### src/rtl/sysctl_pkg.sv
package sysctl_pkg;

    localparam int N_ENTRY = 8;
    localparam int SEL_W   = $clog2(N_ENTRY);

    // Slots that carry a real flip-flop; the rest are write-ignored.
    localparam logic [N_ENTRY-1:0] LIVE_MASK = 8'b1110_0011;

    typedef enum logic [SEL_W-1:0] {
        SLOT_DARK   = 3'd0,
        SLOT_VECT   = 3'd1,
        SLOT_CARDA  = 3'd2,
        SLOT_CARDB  = 3'd3,
        SLOT_CARDR  = 3'd4,
        SLOT_LAYER  = 3'd5,
        SLOT_UNLOCK = 3'd6,
        SLOT_PAL    = 3'd7
    } slot_e;

    typedef struct packed {
        logic  en;
        slot_e sel;
        logic  val;
    } wr_req_t;

    typedef struct packed {
        logic scr_dark;
        logic vec_bank;
        logic fix_src;
        logic audio_bank;
        logic bram_unlock;
        logic pal_bank;
    } ctl_out_t;

    function automatic logic slot_live(slot_e s);
        return LIVE_MASK[s];
    endfunction

endpackage

### src/rtl/sysctl_addr_decode.sv
module sysctl_addr_decode
    import sysctl_pkg::*;
#(
    parameter int              ADDR_W    = 24,
    parameter logic [ADDR_W-1:0] BASE    = 24'h3A0000,
    parameter logic [ADDR_W-1:0] MIRROR  = 24'h01FFE0,
    parameter int              WIN_BYTES = 32
) (
    input  logic [ADDR_W-1:1] bus_addr,
    input  logic              bus_wr,
    input  logic              bus_rd,
    input  logic              bus_lds,
    output wr_req_t           req,
    output logic              rd_hit
);
    localparam logic [ADDR_W-1:0] FREE_BITS  = MIRROR | ADDR_W'(WIN_BYTES - 1);
    localparam logic [ADDR_W-1:0] FIXED_BITS = ~FREE_BITS;

    logic [ADDR_W-1:0] byte_addr;
    logic              in_window;
    slot_e             slot;

    // Low-lane access: byte address is odd.
    assign byte_addr = {bus_addr, 1'b1};
    assign in_window = (byte_addr & FIXED_BITS) == (BASE & FIXED_BITS);
    assign slot      = slot_e'(bus_addr[SEL_W:1]);

    always_comb begin
        req.sel = slot;
        req.val = bus_addr[SEL_W+1];
        req.en  = bus_wr && bus_lds && in_window && slot_live(slot);
    end

    assign rd_hit = bus_rd && in_window;

endmodule

### src/rtl/sysctl_bit_file.sv
module sysctl_bit_file
    import sysctl_pkg::*;
#(
    parameter int                   N    = N_ENTRY,
    parameter logic [N_ENTRY-1:0]   LIVE = LIVE_MASK
) (
    input  logic         clk,
    input  logic         rst,
    input  wr_req_t      req,
    output logic [N-1:0] q
);
    for (genvar i = 0; i < N; i++) begin : g_slot
        if (LIVE[i]) begin : g_live
            logic bit_r;
            always_ff @(posedge clk) begin
                if (rst)
                    bit_r <= 1'b0;
                else if (req.en && (req.sel == SEL_W'(i)))
                    bit_r <= req.val;
            end
            assign q[i] = bit_r;
        end else begin : g_dead
            assign q[i] = 1'b0;
        end
    end

endmodule

### src/rtl/sysctl_out_map.sv
module sysctl_out_map
    import sysctl_pkg::*;
(
    input  logic [N_ENTRY-1:0] q,
    output ctl_out_t           ctl
);
    logic unused_dead_slots;
    assign unused_dead_slots = ^{q[SLOT_CARDA], q[SLOT_CARDB], q[SLOT_CARDR]};

    always_comb begin
        ctl.scr_dark    = q[SLOT_DARK];
        ctl.vec_bank    = q[SLOT_VECT];
        ctl.fix_src     = q[SLOT_LAYER];
        ctl.audio_bank  = q[SLOT_LAYER];
        ctl.bram_unlock = q[SLOT_UNLOCK];
        ctl.pal_bank    = q[SLOT_PAL];
    end

endmodule

### src/rtl/sysctl_bit_latch.sv
module sysctl_bit_latch
    import sysctl_pkg::*;
#(
    parameter int                ADDR_W    = 24,
    parameter int                DATA_W    = 16,
    parameter logic [ADDR_W-1:0] BASE      = 24'h3A0000,
    parameter logic [ADDR_W-1:0] MIRROR    = 24'h01FFE0,
    parameter int                WIN_BYTES = 32
) (
    input  logic              clk,
    input  logic              rst,
    input  logic [ADDR_W-1:1] bus_addr,
    input  logic              bus_wr,
    input  logic              bus_rd,
    input  logic              bus_lds,
    input  logic [DATA_W-1:0] bus_wdata,
    output logic [DATA_W-1:0] rd_data,
    output logic              scr_dark,
    output logic              vec_bank,
    output logic              fix_src,
    output logic              audio_bank,
    output logic              bram_unlock,
    output logic              pal_bank
);
    wr_req_t             req;
    logic                rd_hit;
    logic [N_ENTRY-1:0]  slots;
    ctl_out_t            ctl;

    // Stored values come from the address; the data bus is not used.
    logic unused_wdata;
    assign unused_wdata = ^bus_wdata;

    sysctl_addr_decode #(
        .ADDR_W   (ADDR_W),
        .BASE     (BASE),
        .MIRROR   (MIRROR),
        .WIN_BYTES(WIN_BYTES)
    ) u_dec (
        .bus_addr(bus_addr),
        .bus_wr  (bus_wr),
        .bus_rd  (bus_rd),
        .bus_lds (bus_lds),
        .req     (req),
        .rd_hit  (rd_hit)
    );

    sysctl_bit_file #(
        .N   (N_ENTRY),
        .LIVE(LIVE_MASK)
    ) u_bits (
        .clk(clk),
        .rst(rst),
        .req(req),
        .q  (slots)
    );

    sysctl_out_map u_map (
        .q  (slots),
        .ctl(ctl)
    );

    assign rd_data     = rd_hit ? {DATA_W{1'b1}} : {DATA_W{1'b0}};
    assign scr_dark    = ctl.scr_dark;
    assign vec_bank    = ctl.vec_bank;
    assign fix_src     = ctl.fix_src;
    assign audio_bank  = ctl.audio_bank;
    assign bram_unlock = ctl.bram_unlock;
    assign pal_bank    = ctl.pal_bank;

endmodule

### config.mk
export PLATFORM = sky130hd
export DESIGN_NAME = sysctl_bit_latch
export DESIGN_NICKNAME = d
export VERILOG_FILES = /design/src/rtl/sysctl_pkg.sv /design/src/rtl/sysctl_addr_decode.sv /design/src/rtl/sysctl_bit_file.sv /design/src/rtl/sysctl_out_map.sv /design/src/rtl/sysctl_bit_latch.sv
export SDC_FILE = /design/constraint.sdc
export NUM_CORES = 1
export LEC_CHECK = 0
export ABC_AREA = 1
export CAP_MARGIN = 10
export CORE_AREA = 2 2 59 50
export CTS_CLUSTER_DIAMETER = 30
export DETAILED_ROUTE_END_ITERATION = 10
export DIE_AREA = 0 0 61 52
export PLACE_DENSITY = 0.78
export SLEW_MARGIN = 5
export SYNTH_ARGS = -nofsm -noshare
export SYNTH_HDL_FRONTEND = slang
export SYNTH_HIERARCHICAL = 1
export SYNTH_SLANG_ARGS = --single-unit
### constraint.sdc
create_clock -name clk -period 1.1 [get_ports clk]
set_input_delay 0.11 -clock clk [delete_from_list [all_inputs] [get_ports clk]]
set_output_delay 0.11 -clock clk [all_outputs]
set_load 0.02 [all_outputs]
Word-level counts from Yosys, hierarchy flattened:

Memory sizes are Yosys's and may differ from the RTL's.
Cells that the tools add are included.

* register bits: 5
* memory bits (read-only): 8
* output and inout bits: 22
* word-level logic and storage cells: 24
* memories kept: 1

Memories
* (name not given): depth 8, bits a word 1, rd ports 1, clocked after Yosys merged registers in 0, write ports 0, RTL line sysctl_pkg.sv:36 `return LIVE_MASK[s];`

* $lt $le $gt $ge: 1
* equality and inequality tests: 5
* muxes and demuxes: 2
* reductions and logical operators: 10

Operators with widths (number)
* $mux 16: 1
* $eq 3x3->1 const B: 3
* $logic_and 1x1->1: 9
* $eq 7x5->1 const B: 1
* $lt 3x4->1 const B: 1
* $eq 3x1->1 const B: 1
* $logic_not 3->1: 1
* $mux 1: 1

Logic depth before layout (Yosys ltp):

Gate-level depths: netlist of the first run.

* depth in word-level cells: 4
* gate-level depth with buffers: 10
* mapped depth without buffers: 10

By module:

The synthesis of the first run kept the hierarchy.

Modules (own cells, without submodules)
* sysctl_bit_file: instances 1, cells an instance 47, area an instance 312.8 um^2
* sysctl_bit_latch: instances 1, cells an instance 16, area an instance 120.1 um^2
* sysctl_addr_decode: instances 1, cells an instance 23, area an instance 107.6 um^2
* sysctl_out_map: instances 1, cells an instance 6, area an instance 45.0 um^2

Least setup slack after synthesis of the first run:

Ideal clock, no wire load.

* path type: input port to output port
* start: input bus_addr[18] (netlist name)
* end: output rd_data[0]
* arrival: 1.111 ns
* data required time: 0.990 ns
* slack: -0.121 ns
* stages: 6
* path buffers: 1
* cell sequence: inv_1 > nand2_1 > nor2_2 > nand2_1 > nor2_1 > buf_4

* word-level cells in the longest chain between the ends: 3

Ends and longest elaborated chain
* start: declaration: RTL line sysctl_bit_latch.sv:12 `input logic [ADDR_W-1:1] bus_addr,`
* $eq 7x5->1: RTL line sysctl_addr_decode.sv:25 `assign in_window = (byte_addr & FIXED_BITS) == (BASE & FIXED_BITS);`
* $logic_and 1x1->1: RTL line sysctl_addr_decode.sv:34 `assign rd_hit = bus_rd && in_window;`
* net rd_hit: RTL line sysctl_bit_latch.sv:26 `logic rd_hit;`
* $mux 16: RTL line sysctl_bit_latch.sv:63 `assign rd_data = rd_hit ? {DATA_W{1'b1}} : {DATA_W{1'b0}};`
* end: declaration: RTL line sysctl_bit_latch.sv:17 `output logic [DATA_W-1:0] rd_data,`

The timed path passes the listed nets, and every way through them passes these cells.

Final worst setup path of the first run:

* start: register u_bits.g_slot[5].g_live.bit_r
* end: output fix_src

RTL lines
* start: declaration: RTL line sysctl_bit_file.sv:14 `logic bit_r;`
* start signal: assignment: RTL line sysctl_bit_file.sv:19 `bit_r <= req.val;`
* end: declaration: RTL line sysctl_bit_latch.sv:20 `output logic fix_src,`

No word-level cell between the ends.

==> qor.csv, run 1 <==
metric,value,unit
status,completed,
maxCapViolCount,0,
remaining_drc_errors,0,
clk_pin_slew,0.05,ns
cts_tree,built,
wl,1.29,mm
areaGrowthSynthToFinish,60.6,%
rsz0062_at_grt,false,
die_w,61,um
via_per_inst,3.62,
post-route-util,0.343,
fp-row-count,17,
final_cell_mix,"12 x dlygate4sd2_1, 12 x buf_8, 11 x nand2_1",
p_leak,0.449,nW
arrival,0.92,ns
cts_hold_buf,0,
relSlewSlack,0.860,
antenna_left,0,
hold_path.class,reg2reg,
crit_required,0.99,ns
syn_area_per_cell,6.36,um^2
grt_pass1_vias,508,
drt-wirelength-per-cell,9.03,um
power_density,576,nW/um^2
syn_inst,88,
critPathLaunchType,register,
start_util,0.214,
maxSlewViolCount,0,
grt.total_usage,0.0898,
clock_path_buffers,2,
largest_register_ffs,5,
tightest_slew,0.211,ns
portBuffers,37,
die_h,52,um
htree_levels,1,
crit_chain,dlygate4sd2_1,
cts-buffers-inserted,3,
fp.dieArea,3170,um^2
max_freq,971,MHz
root_buffer,clkbuf_4,
synth_area,559,um^2
period_needed,1.03,ns
path_delay_family,flip-flops,
drive_gt1_frac,0.486,
ios,66,
reg.largest.list,u_bits/g_slot.g_live.bit_r: 5 flops,
via_count,518,
antenna_found_initial,0,
yosysWarnings,6,
holdWs,0.481,ns
nNetsFinal,150,
dp_hpwl,939,um
critical-path-max-stage-delay,0.34,ns
gp_congestion,0.779,
synth_fp_nets,132,
drt_first_pass_iters,4,
finalSetupViolations,0,
peakVddDrop,145,uV
globalRoute.totalOverflow,0,
core-area,2620,um^2
cts.sink_count,5,
finalCritPeriodShare,0.936,
crit_path_top_delay_cell,dfxtp_1,
grt_max_degree,9,
clock_latency,0.24,ns
skew,0,ns
worst-path-buf-inv,1,
grt_pass1_wl,2.14,mm
critical_path_class,reg2out,
final_hold_viol_count,0,
drt_iter0_drc,6,
cp-end-kind,primary output,
crit_fanout,3,
largest-register,u_bits/g_slot.g_live.bit_r,
antenna_cells,0,
## where the power goes
group          switching, mW  internal [mW]
clock network         0.0850          0.138
registers          0.0000248          0.182
logic                 0.0520         0.0613
total                  0.137          0.381
## metal layers
| layer | track usage | up-vias | part of all wire |
|---|---|---|---|
| met5 | 0 | - | 0 |
| met4 | 0.0435 | 0 | 0 |
| met3 | 0.0149 | 0 | 0.036 |
| met2 | 0.163 | 9 | 0.56 |
| met1 | 0.0994 | 244 | 0.40 |
| li1 | - | 265 | - |
## timing repair
action | 4_1_cts | 5_1_grt
gates resized for setup | 151 | 7
gates cloned | 1 | 0
pin swaps | 13 | 5
setup endpoints to repair | 27 | 20
setup buffers | 2 | 0
## area by class of cell
type,count,area [um^2]
timing repair buffer,44,473
tap,38,47.5
multi-input combinational,40,206
inverter,12,45.0
clock buffer,4,26.3
sequential,5,100
fill,272,1720
## metrics by stage
step / total power [mW] / instance area [um^2] / setup WS [ns] / setup TNS (ns) / std cells
2_1_floorplan: 0.238 / 562 / 0.0902 / 0 / 88
3_3_place_gp: 0.298 / 805 / -0.677 / -12.96 / 138
3_5_place_dp: 0.300 / 805 / -0.716 / -13.56 / 138
4_1_cts: 0.527 / 921 / -0.000521 / -0.000521 / 145
5_1_grt: 0.563 / 898 / 0.0107 / 0 / 143
6_report: 0.518 / 898 / 0.0700 / 0 / 143
## final timing paths
check / from / endpoint / slack [ns] / cells after the start
max reg2reg: u_bits/g_slot[5].g_live.bit_r / u_bits/g_slot[5].g_live.bit_r / 0.51 / 2
min: u_bits/g_slot[7].g_live.bit_r / u_bits/g_slot[7].g_live.bit_r / 0.48 / 2
max: u_bits/g_slot[5].g_live.bit_r / fix_src / 0.07 / 1
min reg2reg: u_bits/g_slot[7].g_live.bit_r / u_bits/g_slot[7].g_live.bit_r / 0.48 / 2
No activity file was read; power rests on OpenSTA's default activity.
==> run 2: changes to the inputs <==
Settings changed: CORE_AREA 2 2 59 50 to 2 2 58 49, CTS_BUF_LIST set to sky130_fd_sc_hd__clkbuf_8, DIE_AREA 0 0 61 52 to 0 0 60 51, PLACE_DENSITY 0.78 to 0.8.
==> run 2 against run 1 <==
  * Wire length down 11%
  * Flip-flop and latch count unchanged
  * Sequential share of layout area down 0.26 points
  * Critical path depth up 7
  * Clock skew unchanged
  * Combinational power down 7%
  * Global-route usage down 1.2 points
  * Critical path type is now in2out
  * Largest power group unchanged
==> qor.csv, run 2 (synthesis results as in run 1) <==
metric,value,unit,change
hp-start,u_bits/g_slot[6].g_live.bit_r,,
finalCritPeriodShare,0.940,,+0.00312
core-area,2570,um^2,-1.6%
clock_path_buffers,2,,unchanged
cts_tree,built,,
cp-end-kind,primary output,,
route.met2.wl,595,um,-18%
r2r_start,u_bits/g_slot[0].g_live.bit_r,,
gp_congestion,0.775,,-0.42%
peakVddDrop,762,uV,+430%
maxCapViolCount,0,,unchanged
die_h,51,um,-1.9%
globalRoute.totalOverflow,0,,unchanged
hold_path.class,reg2reg,,
m1WireLength,488,um,-6.2%
status,completed,,
remaining_drc_errors,0,,unchanged
maxSlewViolCount,0,,unchanged
drt_iter0_drc,12,,+6
largest_register_ffs,5,,unchanged
crit_path_top_delay_cell,buf_8,,
r2r_cells,2,,unchanged
drt_first_pass_iters,3,,-1
p_leak,0.456,nW,+1.6%
power_density,664,nW/um^2,+15%
reg2reg_to,u_bits/g_slot[0].g_live.bit_r,,
start_util,0.217,,+0.00353
critPathLaunchType,primary input,,
drive_gt1_frac,0.471,,-0.0146
crit_fanout,8,,+5
placed_area,797,um^2,-0.93%
fp-row-count,17,,unchanged
grt_pass1_vias,461,,-9.3%
via_count,496,,-4.2%
finalSetupViolations,0,,unchanged
pre_cts_slack,-0.706,ns,+0.0107 ns
reg.largest.list,u_bits/g_slot.g_live.bit_r: 5 flops,,
ios,66,,unchanged
min_path_cells,2,,unchanged
max_freq,968,MHz,-0.33%
final_cell_mix,"15 x buf_8, 13 x nand2_1, 12 x dlygate4sd2_1",,
htree_levels,1,,unchanged
min_to,u_bits/g_slot[6].g_live.bit_r,,
tightest_slew,0.230,ns,+0.0196 ns
wl_met3,58,um,+23%
final_common_cell,buf_8,,
post-route-util,0.357,,+0.0139
cts.sink_count,5,,unchanged
dp_hpwl,898,um,-4.4%
holdWs,0.478,ns,-0.00304 ns
areaGrowthSynthToFinish,64.4,%,
die_w,60,um,-1.6%
period_needed,1.03,ns,+0.00344 ns
grt_pass1_wl,1.86,mm,-13%
crit_chain,buf_6 -> inv_2 -> nand2_2 -> nor2_2 -> nand2_2 -> nor2_4 -> buf_8 -> buf_8,,
antenna_found_initial,0,,unchanged
arrival,0.92,ns,about the same
critical-path-max-stage-delay,0.18,ns,-0.16 ns
portBuffers,37,,unchanged
fin_ws,0.0665,ns,-0.00344 ns
relSlewSlack,0.847,,-0.0130
ff2ff_setup_slack,0.52,ns,about the same
grt.total_usage,0.0779,,-0.0120
drt-wirelength-per-cell,8.05,um,-11%
via_per_inst,3.49,,-3.6%
fin_area,920,um^2,+2.4%
nNetsFinal,149,,-0.67%
clk_pin_slew,0.03,ns,-0.02 ns
rsz0062_at_grt,false,,
fp.dieArea,3060,um^2,-3.5%
critical_path_class,in2out,,
skew,0,ns,unchanged
antenna_left,0,,unchanged
antenna_cells,0,,unchanged
root_buffer,clkbuf_8,,
final_hold_viol_count,0,,unchanged
wl,1.14,mm,-11%
largest-register,u_bits/g_slot.g_live.bit_r,,
fillCellCount,268,,-1.5%
cts-buffers-inserted,3,,unchanged
grt_max_degree,9,,unchanged
clock_latency,0.22,ns,-0.02 ns
crit_required,0.99,ns,about the same
top_layer_used,met3,,
[run 2: worst max-delay path by stage]
stage,startpoint,to,cells after the start
after floorplan,bus_addr[18],rd_data[0],6
after global placement,bus_addr[20],rd_data[0],7
after detailed placement,bus_addr[18],rd_data[11],8
after CTS,bus_addr[23],rd_data[1],9
after global routing,bus_addr[20],rd_data[13],7
final,bus_addr[23],rd_data[7],8
[run 2: worst max-delay path, delay by kind of cell]
family	cells	cell delay (ns)
AND/OR/NAND/NOR	4	0.38
buffers and inverters	4	0.43
[run 2: stage by stage]
stage | TNS, ns | std cells | power [mW]
6_report | 0 | 142 | 0.611
3_5_place_dp | -13.40 | 137 | 0.297
5_1_grt | 0 | 142 | 0.652
2_1_floorplan | 0 | 88 | 0.238
4_1_cts | -0.0762 | 144 | 0.624
3_3_place_gp | -12.84 | 137 | 0.295
[run 2: area by class of cell]
type,instances,area [um^2],share of cell area
tap,38,47.5,0.0517
sequential,5,100,0.109
multi-input combinational,40,206,0.224
inverter,12,45.0,0.0490
clock inverter,1,3.75,0.00408
clock buffer,3,41.3,0.0449
timing repair buffer,43,475,0.517
[run 2: what timing repair did]
item	CTS	global route
setup buffers	2	0
resized for setup	149	9
cloned	1	0
pin swaps	13	2
hold buffers	0	0
hold endpoints to repair	0	0
setup endpoints to repair	27	20
[run 2: power by group]
part           internal, mW  leakage (nW)  switching, mW  total (mW)
Sequential            0.182        0.0402      0.0000242       0.183
Combinational        0.0574         0.389         0.0479       0.105
Clock                 0.239        0.0269         0.0844       0.323
Total                 0.479         0.456          0.132       0.611
[run 2: layer usage]
layer / up-vias / global-route usage
met5: - / 0
met4: 0 / 0
met3: 0 / 0.0304
met2: 20 / 0.141
met1: 212 / 0.0909
li1: 264 / -
==> run 3: changes to the inputs <==
Settings changed: CORE_AREA 2 2 58 49 to 2 2 39 41, DIE_AREA 0 0 60 51 to 0 0 41 43, DONT_BUFFER_PORTS set to 1, PLACE_DENSITY 0.8 to 0.67.
==> run 3 against run 2 <==
  * Sequential power about the same
  * Worst hold slack worse by 0.38 ns
  * Core utilization is 3.8 points lower
  * Flip-flop and latch count unchanged
  * Clock skew stayed put
  * Clock power up 1%
  * Highest routed layer unchanged
==> qor.csv, run 3 (synthesis results as in run 1) <==
metric,value,unit,change
status,completed,,
gp_congestion,0.681,,-12%
drive_gt1_frac,0.234,,-0.237
antenna_found_initial,0,,unchanged
arrival,0.83,ns,-0.09 ns
critical_path_class,in2out,,
start_util,0.404,,+0.187
htree_levels,1,,unchanged
instances_no_fill,80,,-44%
drt_first_pass_iters,4,,+1
core-area,1380,um^2,-46%
tightest_slew,0.278,ns,+0.0482 ns
nNetsFinal,109,,-27%
peakVddDrop,247,uV,-68%
remaining_drc_errors,0,,unchanged
via_count,341,,-31%
hold_path.class,in2reg,,
grt.total_usage,0.0892,,+0.0113
cts_tree,built,,
crit_path_top_delay_cell,buf_4,,
path_depth,6,,-2
finalSetupViolations,0,,unchanged
p_leak,0.215,nW,-53%
fp-row-count,14,,-3
portBuffers,0,,-100%
skew,0,ns,unchanged
final.setup.tns,0,ns,unchanged
critical-path-max-stage-delay,0.31,ns,+0.13 ns
clk_pin_slew,0.04,ns,about the same
crit_fanout,5,,-3
min_path_cells,3,,+1
fp.dieArea,1760,um^2,-42%
die_w,41,um,-32%
clock_path_buffers,2,,unchanged
ios,66,,unchanged
cts.sink_count,5,,unchanged
cp-end-kind,primary output,,
post-cts-setup-buffers,0,,-2
cts-buffers-inserted,3,,unchanged
r2r_cells,2,,unchanged
grt_pass1_wl,1.05,mm,-44%
maxCapViolCount,0,,unchanged
power_density,1240,nW/um^2,+87%
reg.largest.list,u_bits/g_slot.g_live.bit_r: 5 flops,,
placedCellCount,76,,-45%
maxSlewViolCount,0,,unchanged
crit_required,0.99,ns,about the same
rsz0062_at_grt,false,,
globalRoute.totalOverflow,0,,unchanged
die_h,43,um,-16%
clock_latency,0.22,ns,about the same
fillCellCount,147,,-45%
crit_top_cell,nand2_1,,
largest-register,u_bits/g_slot.g_live.bit_r,,
max_freq,1060,MHz,+9.6%
antenna_left,0,,unchanged
final_cell_mix,"15 x nand2_1, 11 x inv_1, 9 x nor2_1",,
final_hold_viol_count,0,,unchanged
areaGrowthSynthToFinish,-21.0,%,
dp_hpwl,584,um,-35%
critPathLaunchType,primary input,,
relSlewSlack,0.816,,-0.0312
grt_max_degree,12,,+3
final_common_cell,nand2_1,,
drt_iter0_drc,5,,-7
wl,692,um,-39%
antenna_cells,0,,unchanged
drt-wirelength-per-cell,8.65,um,+7.5%
grt_pass1_vias,297,,-36%
finalCritPeriodShare,0.857,,-0.0826
crit_chain,inv_1 -> nand2_1 -> nor2_2 -> nand2_1 -> nor2_4 -> buf_4,,
cts_resized,0,,-100%
cts_hold_buf,0,,unchanged
via_per_inst,4.26,,+22%
period_needed,0.943,ns,-0.0908 ns
root_buffer,clkbuf_8,,
worst-path-buf-inv,2,,-2
path_delay_family,simple AND/OR/NAND/NOR gates,,
largest_register_ffs,5,,unchanged
-- run 3: changes by cell type in the layout (fill, tap and decap cells not counted), sizes merged --
| cell | change |
|---|---|
| buf | -25 |
| clkdlybuf4s50 | -2 |
| clkdlybuf4s15 | -1 |
| dlygate4sd2 | -12 |
-- run 3: layer usage --
layer  up-vias  GRT usage  share of wire
met5         -          0              0
met4         0     0.0867              0
met3         0     0.0471           0.14
met2        16      0.119           0.45
met1       143     0.0927           0.41
li1        182          -              -
-- run 3: worst register-to-register path: stages (launching register included) --
cell	delay [ns]
dfxtp_1	0.37
a21oi_1	0.14
nor2_1	0.06
-- run 3: cell type report --
cell class	count	area [um^2]	area share
Multi-Input combinational cell	40	189	0.428
Clock inverter	1	3.75	0.00850
Tap cell	16	20.0	0.0453
Sequential cell	5	100	0.227
Clock buffer	3	41.3	0.0935
Timing Repair Buffer	3	42.5	0.0963
Inverter	12	45.0	0.102
-- run 3: report_power, final --
group	internal (mW)	total [mW]	switching (mW)	leakage (nW)
logic	0.0146	0.0402	0.0256	0.148
registers	0.182	0.183	0.0000743	0.0402
clock network	0.239	0.327	0.0879	0.0269
total	0.436	0.550	0.114	0.215
-- run 3: per-stage QoR --
stage	area, um^2	power [mW]	setup WS [ns]	utilization	hold slack [ns]
after floorplan	562	0.238	0.0902	-	0.301
after global placement	397	0.225	0.0813	0.287	0.323
after global routing	442	0.573	0.0858	0.319	0.110
final	442	0.550	0.157	0.319	0.0970
after CTS	442	0.555	0.146	0.319	0.0952
after detailed placement	397	0.226	0.0497	0.287	0.323
-- run 3: worst paths after layout --
path,from,to,slack [ns]
worst max-delay path,bus_addr[18],rd_data[3],0.16
worst min-delay path,rst,u_bits/g_slot[0].g_live.bit_r,0.1
worst max register to register,u_bits/g_slot[1].g_live.bit_r,u_bits/g_slot[1].g_live.bit_r,0.42
worst min register to register,u_bits/g_slot[5].g_live.bit_r,u_bits/g_slot[5].g_live.bit_r,0.49
